`src/rtl/abs_cmd_pkg.sv`:
```
package abs_cmd_pkg;

    typedef enum logic [2:0] {
        ERR_NONE   = 3'd0,
        ERR_BUSY   = 3'd1,
        ERR_NOTSUP = 3'd2
    } cmderr_e;

    // Field layout of the incoming command; positions are decoded.
    typedef struct packed {
        logic [7:0]  ctype;
        logic        rsv_hi;
        logic [2:0]  size;
        logic        rsv_lo;
        logic        post;
        logic        xfer;
        logic        wr;
        logic [15:0] regno;
    } cmd_fields_t;

    typedef struct packed {
        logic       ok;
        logic [4:0] rd;
        logic       dword;
        logic       wr;
        logic       xfer;
        logic       post;
    } dec_t;

    localparam logic [6:0]  OPC_LOAD  = 7'b0000011;
    localparam logic [6:0]  OPC_STORE = 7'b0100011;
    localparam logic [6:0]  OPC_JAL   = 7'b1101111;
    localparam logic [31:0] INSN_NOP  = 32'h0000_0013;
    localparam logic [31:0] INSN_EBRK = 32'h0010_0073;

    function automatic logic [31:0] enc_load(input logic [4:0] rd,
                                             input logic dword,
                                             input logic [11:0] imm);
        return {imm, 5'd0, 2'b01, dword, rd, OPC_LOAD};
    endfunction

    function automatic logic [31:0] enc_store(input logic [4:0] rs,
                                              input logic dword,
                                              input logic [11:0] imm);
        return {imm[11:5], rs, 5'd0, 2'b01, dword, imm[4:0], OPC_STORE};
    endfunction

    function automatic logic [31:0] enc_jal0(input logic [20:0] off);
        return {off[20], off[10:1], off[11], off[19:12], 5'd0, OPC_JAL};
    endfunction

endpackage

```
`src/rtl/abs_cmd_decode.sv`:
```
module abs_cmd_decode
    import abs_cmd_pkg::*;
#(
    parameter logic [15:0] REG_BASE = 16'h1000,
    parameter int          NUM_REGS = 32
) (
    input  logic [31:0] cmd_word,
    output dec_t        dec
);
    localparam logic [16:0] REG_END = {1'b0, REG_BASE} + 17'(NUM_REGS);

    cmd_fields_t f;
    logic        in_range;
    logic        size_ok;
    logic [15:0] offs;
    logic        unused_rsv;

    assign f          = cmd_fields_t'(cmd_word);
    assign unused_rsv = f.rsv_hi ^ f.rsv_lo ^ (^offs[15:5]);
    assign in_range   = (f.regno >= REG_BASE) && ({1'b0, f.regno} < REG_END);
    assign size_ok    = (f.size == 3'd2) || (f.size == 3'd3);
    assign offs       = f.regno - REG_BASE;

    always_comb begin
        dec.ok    = (f.ctype == 8'd0) && (!f.xfer || (in_range && size_ok));
        dec.rd    = offs[4:0];
        dec.dword = f.size[0];
        dec.wr    = f.wr;
        dec.xfer  = f.xfer;
        dec.post  = f.post;
    end
endmodule

```
`src/rtl/abs_slot_build.sv`:
```
module abs_slot_build
    import abs_cmd_pkg::*;
#(
    parameter logic [11:0] DATA_IMM = 12'h380,
    parameter logic [20:0] JAL_OFF  = 21'd4
) (
    input  dec_t        dec,
    output logic [31:0] slot0,
    output logic [31:0] slot1
);
    always_comb begin
        if (!dec.xfer)
            slot0 = INSN_NOP;
        else if (dec.wr)
            slot0 = enc_load(dec.rd, dec.dword, DATA_IMM);
        else
            slot0 = enc_store(dec.rd, dec.dword, DATA_IMM);
        slot1 = dec.post ? enc_jal0(JAL_OFF) : INSN_EBRK;
    end
endmodule

```
`src/rtl/abs_go_flags.sv`:
```
module abs_go_flags #(
    parameter int NHART  = 4,
    parameter int HART_W = (NHART > 1) ? $clog2(NHART) : 1
) (
    input  logic              clk,
    input  logic              rst,
    input  logic              set_en,
    input  logic [HART_W-1:0] sel,
    input  logic [NHART-1:0]  ack,
    output logic [NHART-1:0]  go
);
    for (genvar i = 0; i < NHART; i++) begin : g_hart
        always_ff @(posedge clk) begin
            if (rst)
                go[i] <= 1'b0;
            else if (set_en && (sel == HART_W'(i)))
                go[i] <= 1'b1;
            else if (ack[i])
                go[i] <= 1'b0;
        end
    end

    assert_go_onehot0_R8: assert property (@(posedge clk) disable iff (rst)
        $onehot0(go));
endmodule

```
`src/rtl/abs_cmd_seq.sv`:
```
module abs_cmd_seq
    import abs_cmd_pkg::*;
#(
    parameter int          NHART     = 4,
    parameter int          HART_W    = (NHART > 1) ? $clog2(NHART) : 1,
    parameter int          PROGBUF_N = 2,
    parameter int          ABS_WORDS = 2,
    parameter logic [11:0] DATA_IMM  = 12'h380
) (
    input  logic              clk,
    input  logic              rst,
    input  logic              cmd_valid,
    input  logic [31:0]       cmd_word,
    input  logic [HART_W-1:0] hart_sel,
    input  logic [NHART-1:0]  go_ack,
    input  logic              err_clr,
    output logic [31:0]       abs_slot0,
    output logic [31:0]       abs_slot1,
    output logic [2:0]        cmderr,
    output logic [NHART-1:0]  go_flags
);
    localparam int PB_START  = int'(DATA_IMM) - (4 + 4 * PROGBUF_N);
    localparam int ABS_START = PB_START - 4 * ABS_WORDS;
    localparam int JUMP      = PB_START - ABS_START - 4;
    localparam logic [20:0] JAL_OFF = 21'(JUMP);

    dec_t        dec;
    logic [31:0] nxt0, nxt1;
    cmderr_e     err_q;
    logic        busy, accept;

    abs_cmd_decode u_dec (
        .cmd_word (cmd_word),
        .dec      (dec)
    );

    abs_slot_build #(.DATA_IMM(DATA_IMM), .JAL_OFF(JAL_OFF)) u_build (
        .dec   (dec),
        .slot0 (nxt0),
        .slot1 (nxt1)
    );

    assign busy   = |go_flags;
    assign accept = cmd_valid && (err_q == ERR_NONE) && !busy && dec.ok;

    abs_go_flags #(.NHART(NHART), .HART_W(HART_W)) u_go (
        .clk    (clk),
        .rst    (rst),
        .set_en (accept),
        .sel    (hart_sel),
        .ack    (go_ack),
        .go     (go_flags)
    );

    always_ff @(posedge clk) begin
        if (rst) begin
            abs_slot0 <= INSN_NOP;
            abs_slot1 <= INSN_EBRK;
            err_q     <= ERR_NONE;
        end else if (cmd_valid && (err_q == ERR_NONE)) begin
            if (busy)
                err_q <= ERR_BUSY;
            else if (!dec.ok)
                err_q <= ERR_NOTSUP;
            else begin
                abs_slot0 <= nxt0;
                abs_slot1 <= nxt1;
            end
        end else if (err_clr) begin
            err_q <= ERR_NONE;
        end
    end

    assign cmderr = err_q;

    assert_busy_hold_R9: assert property (@(posedge clk) disable iff (rst)
        (cmd_valid && busy) |=> ($stable(abs_slot0) && $stable(abs_slot1)));

    assert_err_hold_R10: assert property (@(posedge clk) disable iff (rst)
        (cmd_valid && (cmderr != 3'd0)) |=> ($stable(abs_slot0) && $stable(abs_slot1)));

    assert_go_clean_R8: assert property (@(posedge clk) disable iff (rst)
        $rose(|go_flags) |-> ($past(cmderr) == 3'd0));

    assert_slot0_opc_R5: assert property (@(posedge clk) disable iff (rst)
        accept |=> (abs_slot0[6:0] == OPC_LOAD || abs_slot0[6:0] == OPC_STORE
                    || abs_slot0 == INSN_NOP));

    assert_slot1_kind_R6: assert property (@(posedge clk) disable iff (rst)
        accept |=> (abs_slot1 == INSN_EBRK || abs_slot1[6:0] == OPC_JAL));
endmodule

```
`config.mk`:
```
export PLATFORM = sky130hd
export DESIGN_NAME = abs_cmd_seq
export DESIGN_NICKNAME = d
export VERILOG_FILES = /design/src/rtl/abs_cmd_pkg.sv /design/src/rtl/abs_cmd_decode.sv /design/src/rtl/abs_slot_build.sv /design/src/rtl/abs_go_flags.sv /design/src/rtl/abs_cmd_seq.sv
export SDC_FILE = /design/constraint.sdc
export NUM_CORES = 1
export LEC_CHECK = 0
export BUFFER_PORTS_ARGS = -buffer_cell sky130_fd_sc_hd__buf_2
export CAP_MARGIN = 20
export CORE_MARGIN = 2
export CORE_UTILIZATION = 42
export DETAILED_ROUTE_END_ITERATION = 8
export PLACE_DENSITY = 0.85
export REMOVE_ABC_BUFFERS = 1
export SLEW_MARGIN = 15
export SYNTH_ARGS = -nofsm -noshare
export SYNTH_HDL_FRONTEND = slang
export SYNTH_SLANG_ARGS = --single-unit
```
`constraint.sdc`:
```
create_clock -name clk -period 4.13 [get_ports clk]
set_input_delay 0.826 -clock clk [delete_from_list [all_inputs] [get_ports clk]]
set_output_delay 0.826 -clock clk [all_outputs]
set_load 0.01 [all_outputs]
```
==> impl_metrics.json <==
{
  "post_cts_resized": 0,
  "yosys.area.top_type": "dfxtp_1",
  "clkTransAtPathRegs_ns": 0.12,
  "cts-root-buf": "clkbuf_4",
  "arrival_ns": 2.36,
  "first_global_vias": 1046,
  "fin_crit_sh_pct": 52.1,
  "cts_tree": "built",
  "worst_pin_slew_ns": 0.678,
  "initial_core_util_pct": 43.2,
  "die_h_um": 62.4,
  "cts_num_sinks": 22,
  "timing.fmax_ghz": 0.465,
  "ant_nets": 0,
  "drc": 0,
  "grt_max_degree": 24,
  "regArea_um2": 440,
  "dp_cells": 259,
  "area_growth_pct": 11.3,
  "worst_setup_path_start_kind": "primary input",
  "end_kind": "flip-flop",
  "antenna-diode-count": 0,
  "rsz0062_at_grt": "false",
  "synthCells": 161,
  "grt_util_all_layers_pct": 14.9,
  "antenna_found_initial": 0,
  "ys_warn_count": 0,
  "ys_seq_area_share_pct": 30.8,
  "vias": 1198,
  "min_period_ns": 2.15,
  "finClkSkew_ns": 0.00476,
  "fillers": 343,
  "path_class": "primary input to flip-flop",
  "rows": 21,
  "p_leak_nw": 0.756,
  "status": "completed",
  "multi_input_area_um2": 714,
  "ios": 113,
  "fp.coreArea_mm2": 0.00331,
  "drv_cap": 0,
  "place_congestion": 0.759,
  "syn-mean-instance-area_um2": 8.88,
  "overflow": 0,
  "dr.pass1.iters": 4,
  "crit_fanout": 17,
  "synth_top_area_share_pct": 30.8,
  "drtIter0Drc": 24,
  "setup_viol": 0,
  "clock_path_buffers": 2,
  "tns_ns": 0,
  "hold_viol": 0,
  "ys_types": 35,
  "htree_levels": 1,
  "clock_latency_ns": 0.30,
  "fin_cells": 263,
  "nets": 260,
  "slew_viol_final": 0,
  "drive_gt1_share_pct": 37.8,
  "peakVddDrop_mv": 0.135,
  "port_buffers": 67,
  "grt_pass1_wl_um": 4750,
  "critical_path_required_ns": 4.33,
  "synth.area.top_cells": "dfxtp_1, buf_4, a21oi_1",
  "power-per-cell-area_mw_per_mm2": 244,
  "wl_per_cell_um": 11.2,
  "final_core_util_pct": 48.1,
  "postCtsSetupBuffers": 0,
  "relSlewSlack_pct": 54.8,
  "cts_hold_buf": 0,
  "dp_hpwl_um": 2290,
  "dieArea_mm2": 0.00389,
  "cts_buffers": 3,
  "die_x_um": 62.4,
  "drt_wl_total_um": 2940,
  "yosys_register_bits": 22,
  "synth_area_mm2": 0.00143,
  "hp-class": "flip-flop to flip-flop",
  "avgViaCountPerCell": 4.56
}
## cells in the mapped netlist (all sizes together)
master and count:
buf 52, dfxtp 22, a21oi 18, nand4 13, o21ai 13, clkbuf 4
nor2 4, nor4 4, nand2b 3, a211o 2, and4 2, conb 2
inv 2, nand2 2, nand3 2, nand4b 2, nor3b 2, a211oi 1
a41o 1, a41oi 1, and2 1, nor2b 1, nor3 1, nor4b 1
o211ai 1, o41ai 1, or2b 1, or3b 1, or4 1
## cells by family (layout without fill, tap and decap cells)
family          count (synthesis)  in the layout  share of synthesized area, %
other cells                     2             43                         0.525
compound gates                 38             38                          15.7
buf+inv                        58             73                          30.0
flops                          22             22                          30.8
simple gates                   41             41                          23.0
## cell usage in the layout, fill, tap and decap left out
master and n:
clkbuf_4 3, a211o_1 2, and4_1 2, nor2_1 4, and2_1 1, a41o_2 1, or3b_2 1, nand3_1 2
clkbuf_8 1, buf_2 67, nor4b_2 1, nor3_1 1, o21ai_1 1, a41oi_2 1, nor3b_1 1, conb_1 43
nor4_4 3, nand4_1 13, nand2_1 1, inv_1 2, nand2_4 1, o211ai_1 1, o21ai_0 12, nand2b_1 3
dfxtp_1 22, a21oi_1 18, or2b_1 1, or4_2 1, o41ai_1 1, nor3b_2 1, nor2b_1 1, a211oi_1 1
nand4b_1 2, nor4_2 1
## registers in the layout (all words and copies together), names as in the netlist
name,count
u_go.go,4
cmderr,2
abs_slot0,14
abs_slot1,2
## worst paths after layout
| check | cells after the start | slack [ns] | endpoint | startpoint |
|---|---|---|---|---|
| setup / recovery | 5 | 1.98 | abs_slot0[4] | cmd_word[25] |
| hold / removal | 2 | 0.48 | abs_slot0[8] | abs_slot0[8] |
| setup reg to reg | 4 | 2.24 | abs_slot0[4] | u_go.go[2] |
| hold reg to reg | 2 | 0.48 | abs_slot0[8] | abs_slot0[8] |
## through the flow
| step | hold WS [ns] | instance area (µm²) | setup slack [ns] | total power, mW |
|---|---|---|---|---|
| 2_1_floorplan | 0.488 | 1160 | 2.02 | 0.247 |
| 5_1_grt | 0.493 | 1590 | 1.90 | 0.410 |
| 4_1_cts | 0.480 | 1590 | 1.99 | 0.394 |
| 3_3_place_gp | 0.446 | 1560 | 1.69 | 0.276 |
| 6_report | 0.479 | 1590 | 1.98 | 0.388 |
| 3_5_place_dp | 0.458 | 1560 | 1.65 | 0.277 |
## cell type report
| type | instances | share of cell area [%] |
|---|---|---|
| clock buffers | 4 | 2.28 |
| inverters | 2 | 0.472 |
| multi-input cells | 122 | 44.9 |
| flip-flops and latches | 22 | 27.7 |
| well taps | 46 | 3.62 |
| repair buffers | 67 | 21.1 |
## layer usage
metal | vias up | wire [µm] | part of all wire [%] | track usage (%)
met3 | 2 | 284 | 9.7 | 2.90
li1 | 592 | - | - | -
met1 | 534 | 1180 | 40 | 18.0
met5 | - | 0 | 0 | 0
met2 | 70 | 1460 | 50 | 26.6
met4 | 0 | 21 | 0.71 | 5.00
## power breakdown
| part | total [mW] | switching (mW) | internal (mW) |
|---|---|---|---|
| registers | 0.214 | 0.000612 | 0.213 |
| logic | 0.0588 | 0.0397 | 0.0191 |
| clock network | 0.116 | 0.0621 | 0.0537 |
## worst max-delay path: stages
cell and delay, ns:
buf_2 0.11, nor4_4 0.31, and4_1 0.69, nand2_4 0.11
a211o_1 0.31
Power figures use the tool's default switching activity.
